<file path="config.mk">
export PLATFORM = sky130hd
export DESIGN_NAME = mgmt_phy_regbank
export DESIGN_NICKNAME = d
export VERILOG_FILES = /design/src/rtl/mgmt_phy_regbank.sv
export SDC_FILE = /design/constraint.sdc
export NUM_CORES = 1
export LEC_CHECK = 0
export ABC_AREA = 1
export BUFFER_PORTS_ARGS = -buffer_cell sky130_fd_sc_hd__buf_2
export CAP_MARGIN = 20
export CORE_ASPECT_RATIO = 1.2
export CORE_MARGIN = 8
export CORE_UTILIZATION = 50
export DETAILED_ROUTE_END_ITERATION = 7
export HOLD_SLACK_MARGIN = 0.03
export PLACE_DENSITY = 0.67
export SETUP_SLACK_MARGIN = 0.2
export SLEW_MARGIN = 5
export SYNTH_ARGS = -nofsm -noshare
export SYNTH_HDL_FRONTEND = slang
export SYNTH_SLANG_ARGS = --single-unit
</file>
<file path="constraint.sdc">
create_clock -name clk -period 5.3 [get_ports clk]
set_input_delay 0.53 -clock clk [delete_from_list [all_inputs] [get_ports clk]]
set_output_delay 0.53 -clock clk [all_outputs]
set_load 0.05 [all_outputs]
</file>
<file path="src/rtl/mgmt_phy_regbank.sv">
module mgmt_phy_regbank #(
  parameter int         NREG    = 16,
  parameter int         RAW     = 5,
  parameter int         PAW     = 5,
  parameter logic [4:0] OWN_PHY = 5'd1
) (
  input  logic        clk,
  input  logic        rst_n,
  input  logic        link_up,
  input  logic        addr_wr,
  input  logic        data_wr,
  input  logic        cmd_wr,
  input  logic [15:0] wr_data,
  output logic [15:0] rd_data,
  output logic        link_fail,
  output logic        done
);
  localparam int          IW       = $clog2(NREG);
  localparam logic [15:0] ABIL     = 16'h01E1;
  localparam logic [15:0] LINK_BIT = 16'h0004;

  logic [15:0]    regs [NREG];
  logic [15:0]    tx_q;
  logic [PAW-1:0] phy_q;
  logic [RAW-1:0] ra_q;
  logic           scan_q, link_q;

  function automatic logic [15:0] dflt(input int i);
    case (i)
      0:       return 16'h1000;
      1:       return 16'h7868;
      2:       return 16'h2000;
      3:       return 16'h5C90;
      4:       return ABIL;
      default: return 16'h0000;
    endcase
  endfunction

  wire [15:0]   wr_val   = data_wr ? wr_data : tx_q;
  wire          hit      = phy_q == OWN_PHY[PAW-1:0];
  wire          in_range = ra_q < NREG;
  wire [IW-1:0] idx      = ra_q[IW-1:0];
  wire          do_wr    = (data_wr || (cmd_wr && wr_data[2])) && hit && in_range;
  wire          soft_rst = do_wr && idx == 0 && wr_val[15];
  wire          prot     = idx == 1 || idx == 2 || idx == 3;
  wire          link_chg = link_q != link_up;
  wire          rd_cmd   = cmd_wr && wr_data[1];
  wire [15:0]   sel      = in_range ? regs[idx] : 16'h0000;

  always_ff @(posedge clk) begin
    if (!rst_n) begin
      for (int i = 0; i < NREG; i++) regs[i] <= dflt(i);
      link_q <= 1'b0;
    end else begin
      link_q <= link_up;
      if (soft_rst) begin
        for (int i = 0; i < NREG; i++) regs[i] <= dflt(i);
        regs[1] <= link_up ? (dflt(1) | LINK_BIT) : dflt(1);
        regs[5] <= link_up ? ABIL : 16'h0000;
      end else begin
        if (do_wr && !prot) regs[idx] <= wr_val;
        if (link_chg) begin
          regs[1] <= link_up ? (regs[1] | LINK_BIT) : (regs[1] & ~LINK_BIT);
          regs[5] <= link_up ? (regs[5] | ABIL) : (regs[5] & 16'h01FF);
        end
      end
    end
  end

  always_ff @(posedge clk) begin
    if (!rst_n) begin
      tx_q <= '0; phy_q <= '0; ra_q <= '0; scan_q <= 1'b0;
      rd_data <= '0; link_fail <= 1'b0; done <= 1'b0;
    end else begin
      done <= addr_wr || data_wr || cmd_wr;
      if (addr_wr) begin
        ra_q  <= wr_data[8 +: RAW];
        phy_q <= wr_data[PAW-1:0];
      end
      if (data_wr) tx_q <= wr_data;
      if (cmd_wr) scan_q <= wr_data[0];
      if (rd_cmd) rd_data <= hit ? sel : 16'hFFFF;
      if (rd_cmd) link_fail <= !link_up;
      else if (scan_q && link_chg) link_fail <= !link_up;
    end
  end

  p_ident_stable_r3: assert property (@(posedge clk) disable iff (!rst_n)
    1'b1 |=> $stable(regs[2]) && $stable(regs[3]));
  p_status_link_r4: assert property (@(posedge clk) disable iff (!rst_n)
    link_chg && !soft_rst |=> regs[1][2] == $past(link_up));
  p_foreign_read_r6: assert property (@(posedge clk) disable iff (!rst_n)
    rd_cmd && !hit |=> rd_data == 16'hFFFF);
  p_read_link_r7: assert property (@(posedge clk) disable iff (!rst_n)
    rd_cmd |=> link_fail == !$past(link_up));
  p_scan_track_r9: assert property (@(posedge clk) disable iff (!rst_n)
    scan_q && link_chg && !rd_cmd |=> link_fail == !$past(link_up));
  p_noscan_hold_r9: assert property (@(posedge clk) disable iff (!rst_n)
    !scan_q && !rd_cmd |=> $stable(link_fail));
  p_rd_hold_r10: assert property (@(posedge clk) disable iff (!rst_n)
    !rd_cmd |=> $stable(rd_data));
  p_done_pulse_r10: assert property (@(posedge clk) disable iff (!rst_n)
    done |-> $past(addr_wr || data_wr || cmd_wr));
endmodule

</file>
==> results_dict.tcl <==
set metrics [dict create \
    cts_tree "done" \
    path_max_fanout 29 \
    nets 1629 \
    grt_pass1_wl_um 54600 \
    antenna_cells 0 \
    hold_viol_final 0 \
    period_share 0.643 \
    ir_worst_vdd_v 0.000300 \
    syn_area_per_cell_um2 8.93 \
    hold_buffers 0 \
    rsz0062_at_grt "no" \
    row_count 67 \
    synthDistinctLibCells 27 \
    timing.slew.headroom 0.269 \
    cts_buffer_depth 3 \
    gr-total-overflow 0 \
    p_seq_frac 0.488 \
    p_comb_frac 0.101 \
    final_common_cell "nand2_1" \
    io_pins 40 \
    intPower_mw 4.24 \
    worst_ep_required_time_ns 5.50 \
    tightest_slew_ns 1.10 \
    drtPass1Iterations 5 \
    finalMaxSlewViolations 0 \
    power_switching_mw 1.40 \
    slowest_delay_ns 0.91 \
    worst_clock_skew_ns 0.00813 \
    worstSetupStartpointType "input port" \
    cts.sinks 306 \
    antenna_found_initial 0 \
    htree_levels 1 \
    grt_pass1_vias 9637 \
    power.leakage_nw 7.02 \
    coreArea_mm2 0.0277 \
    synth_warnings 0 \
    layout-drive-gt1-share 0.0827 \
    setup.worst_path.end_class "flop" \
    min_period_ns 3.41 \
    dp_hpwl_um 23300 \
    drt-vias-per-instance 5.14 \
    max_freq_mhz 293 \
    clock_latency_ns 0.56 \
    ant_nets 0 \
    power.total_mw 5.64 \
    worst-endpoint-arrival_ns 3.61 \
    worstPathCellList "buf_2 > o21ai_1 > nor2_1 > nand2_1 > nand2_1 > buf_4 > nor2_4 > nand2_2 > nand2_1" \
    final_cell_mix "nand2_1, edfxtp_1, inv_1, nor2_1, nand3_1" \
    vias 10336 \
    cts_root_buffer "clkbuf_16" \
    cts_setup_buffers 0 \
    synth_seq_cells 306 \
    tns_ns 0 \
    postCtsResizedCells 0 \
    fp.dieH_um 199 \
    io_buffer_count 39 \
    area_delta_synth_final_pct 12.4 \
    syn_inst 1565 \
    cp_common_cell "nand2_1" \
    slowest_stage "o21ai_1" \
    clockPowerShare 0.410 \
    gp_congestion 0.856 \
    synth.cell_area_mm2 0.0140 \
    sw_frac_of_total 0.249 \
    setup_violations 0 \
    clk_pin_slew_ns 0.06 \
    track_usage 0.211 \
    maxCapViolations 0 \
    die_x_um 169 \
    start_util 0.503 \
    status "finished, final reports clean" \
    hold_path.class "in2reg" \
    synth_seq_area_share 0.622 \
    drc 0 \
    cellPowerDensity_mw_per_mm2 359 \
    wl_per_cell_um 17.8 \
    numCtsBuffers 31 \
    critPathKind "in2reg" \
    wirelength_um 35700 \
    grt_max_degree 93 \
    drtIter0Drc 1009 \
    die_area_mm2 0.0336 \
]
-- synthesized netlist by cell type (all sizes together) --
cell    number  area, um2
inv        237        890
conb         2       7.51
a21oi       25        125
clkbuf      65        244
nor4         1       6.26
nand2      389       1460
buf         30        155
nand4        7       43.8
edfxtp     256       7690
nor2       228        868
mux2i       10        100
dfxtp       50       1000
and2         1       6.26
nand3      209       1080
o21ai       35        175
a31oi       12       75.1
or2          6       37.5
clkinv       2       7.51
-- final cells by class --
| class | instances | area [um2] |
|---|---|---|
| fillers | 2421 | 12000 |
| flip-flops and latches | 306 | 8690 |
| multi-input cells | 971 | 4180 |
| inverters | 239 | 898 |
| clock buffers | 40 | 861 |
| well taps | 379 | 474 |
| repair buffers | 58 | 378 |
| clock inverters | 18 | 221 |
-- worst max-delay path, delay by kind of cell --
kind            cells  cell delay (ns)
compound gates      1             0.91
simple gates        6             1.62
buf+inv             2             0.53
-- per-layer routing --
metal | share of wire | GRT usage | up-vias | routed length [um]
met1 | 0.42 | 0.279 | 4834 | 15100
li1 | - | - | 5023 | -
met4 | 0.035 | 0.0785 | 0 | 1240
met3 | 0.073 | 0.0279 | 61 | 2590
met5 | 0 | 0 | - | 0
met2 | 0.47 | 0.351 | 418 | 16800
-- sequential cells by signal, summed over array words and instances (netlist names), named ones only --
| signal | count |
|---|---|
| regs | 256 |
| rd_data | 16 |
| tx_q | 16 |
| phy_q | 5 |
| ra_q | 5 |
| done | 1 |
| link_fail | 1 |
| link_q | 1 |
| scan_q | 1 |
-- cell families (layout without fill, tap and decap cells) --
group / count (synthesis) / after routing / synth area share
mux: 10 / 10 / 0.00717
flops: 306 / 306 / 0.622
other cells: 2 / 48 / 0.000538
simple gates: 841 / 841 / 0.251
buf+inv: 334 / 355 / 0.0928
compound gates: 72 / 72 / 0.0269
-- power by group through the flow --
| stage | logic, mW | clock network (mW) | registers, mW |
|---|---|---|---|
| floorplan | 0.341 | 0 | 2.82 |
| global placement | 0.555 | 0 | 2.80 |
| detailed placement | 0.568 | 0 | 2.81 |
| CTS | 0.570 | 2.34 | 2.75 |
| global route | 0.628 | 2.41 | 2.76 |
| finish | 0.571 | 2.31 | 2.75 |
-- per-stage QoR --
stage / cell area, um2 / cells / setup WS, ns / util / hold WS (ns)
global route: 15700 / 2011 / 1.66 / 0.566 / 0.211
global placement: 14600 / 1951 / 1.44 / 0.525 / 0.442
detailed placement: 14600 / 1953 / 1.34 / 0.527 / 0.451
CTS: 15700 / 2011 / 1.93 / 0.566 / 0.198
floorplan: 14100 / 1611 / 2.47 / - / 0.425
finish: 15700 / 2011 / 1.89 / 0.566 / 0.216
-- worst paths after layout --
| path | start | endpoint | slack (ns) | depth (start not counted) |
|---|---|---|---|---|
| hold / removal | link_up | link_fail$_SDFFE_PN0P_ | 0.22 | 2 |
| setup reg to reg | tx_q[15]$_SDFF_PN0_ | regs[0][1]$_SDFFCE_PN0P_ | 1.90 | 8 |
| hold reg to reg | scan_q$_SDFFE_PN0P_ | scan_q$_SDFFE_PN0P_ | 0.46 | 2 |
| setup / recovery | data_wr | regs[0][1]$_SDFFCE_PN0P_ | 1.89 | 9 |
(Power assumes the default switching activity.)
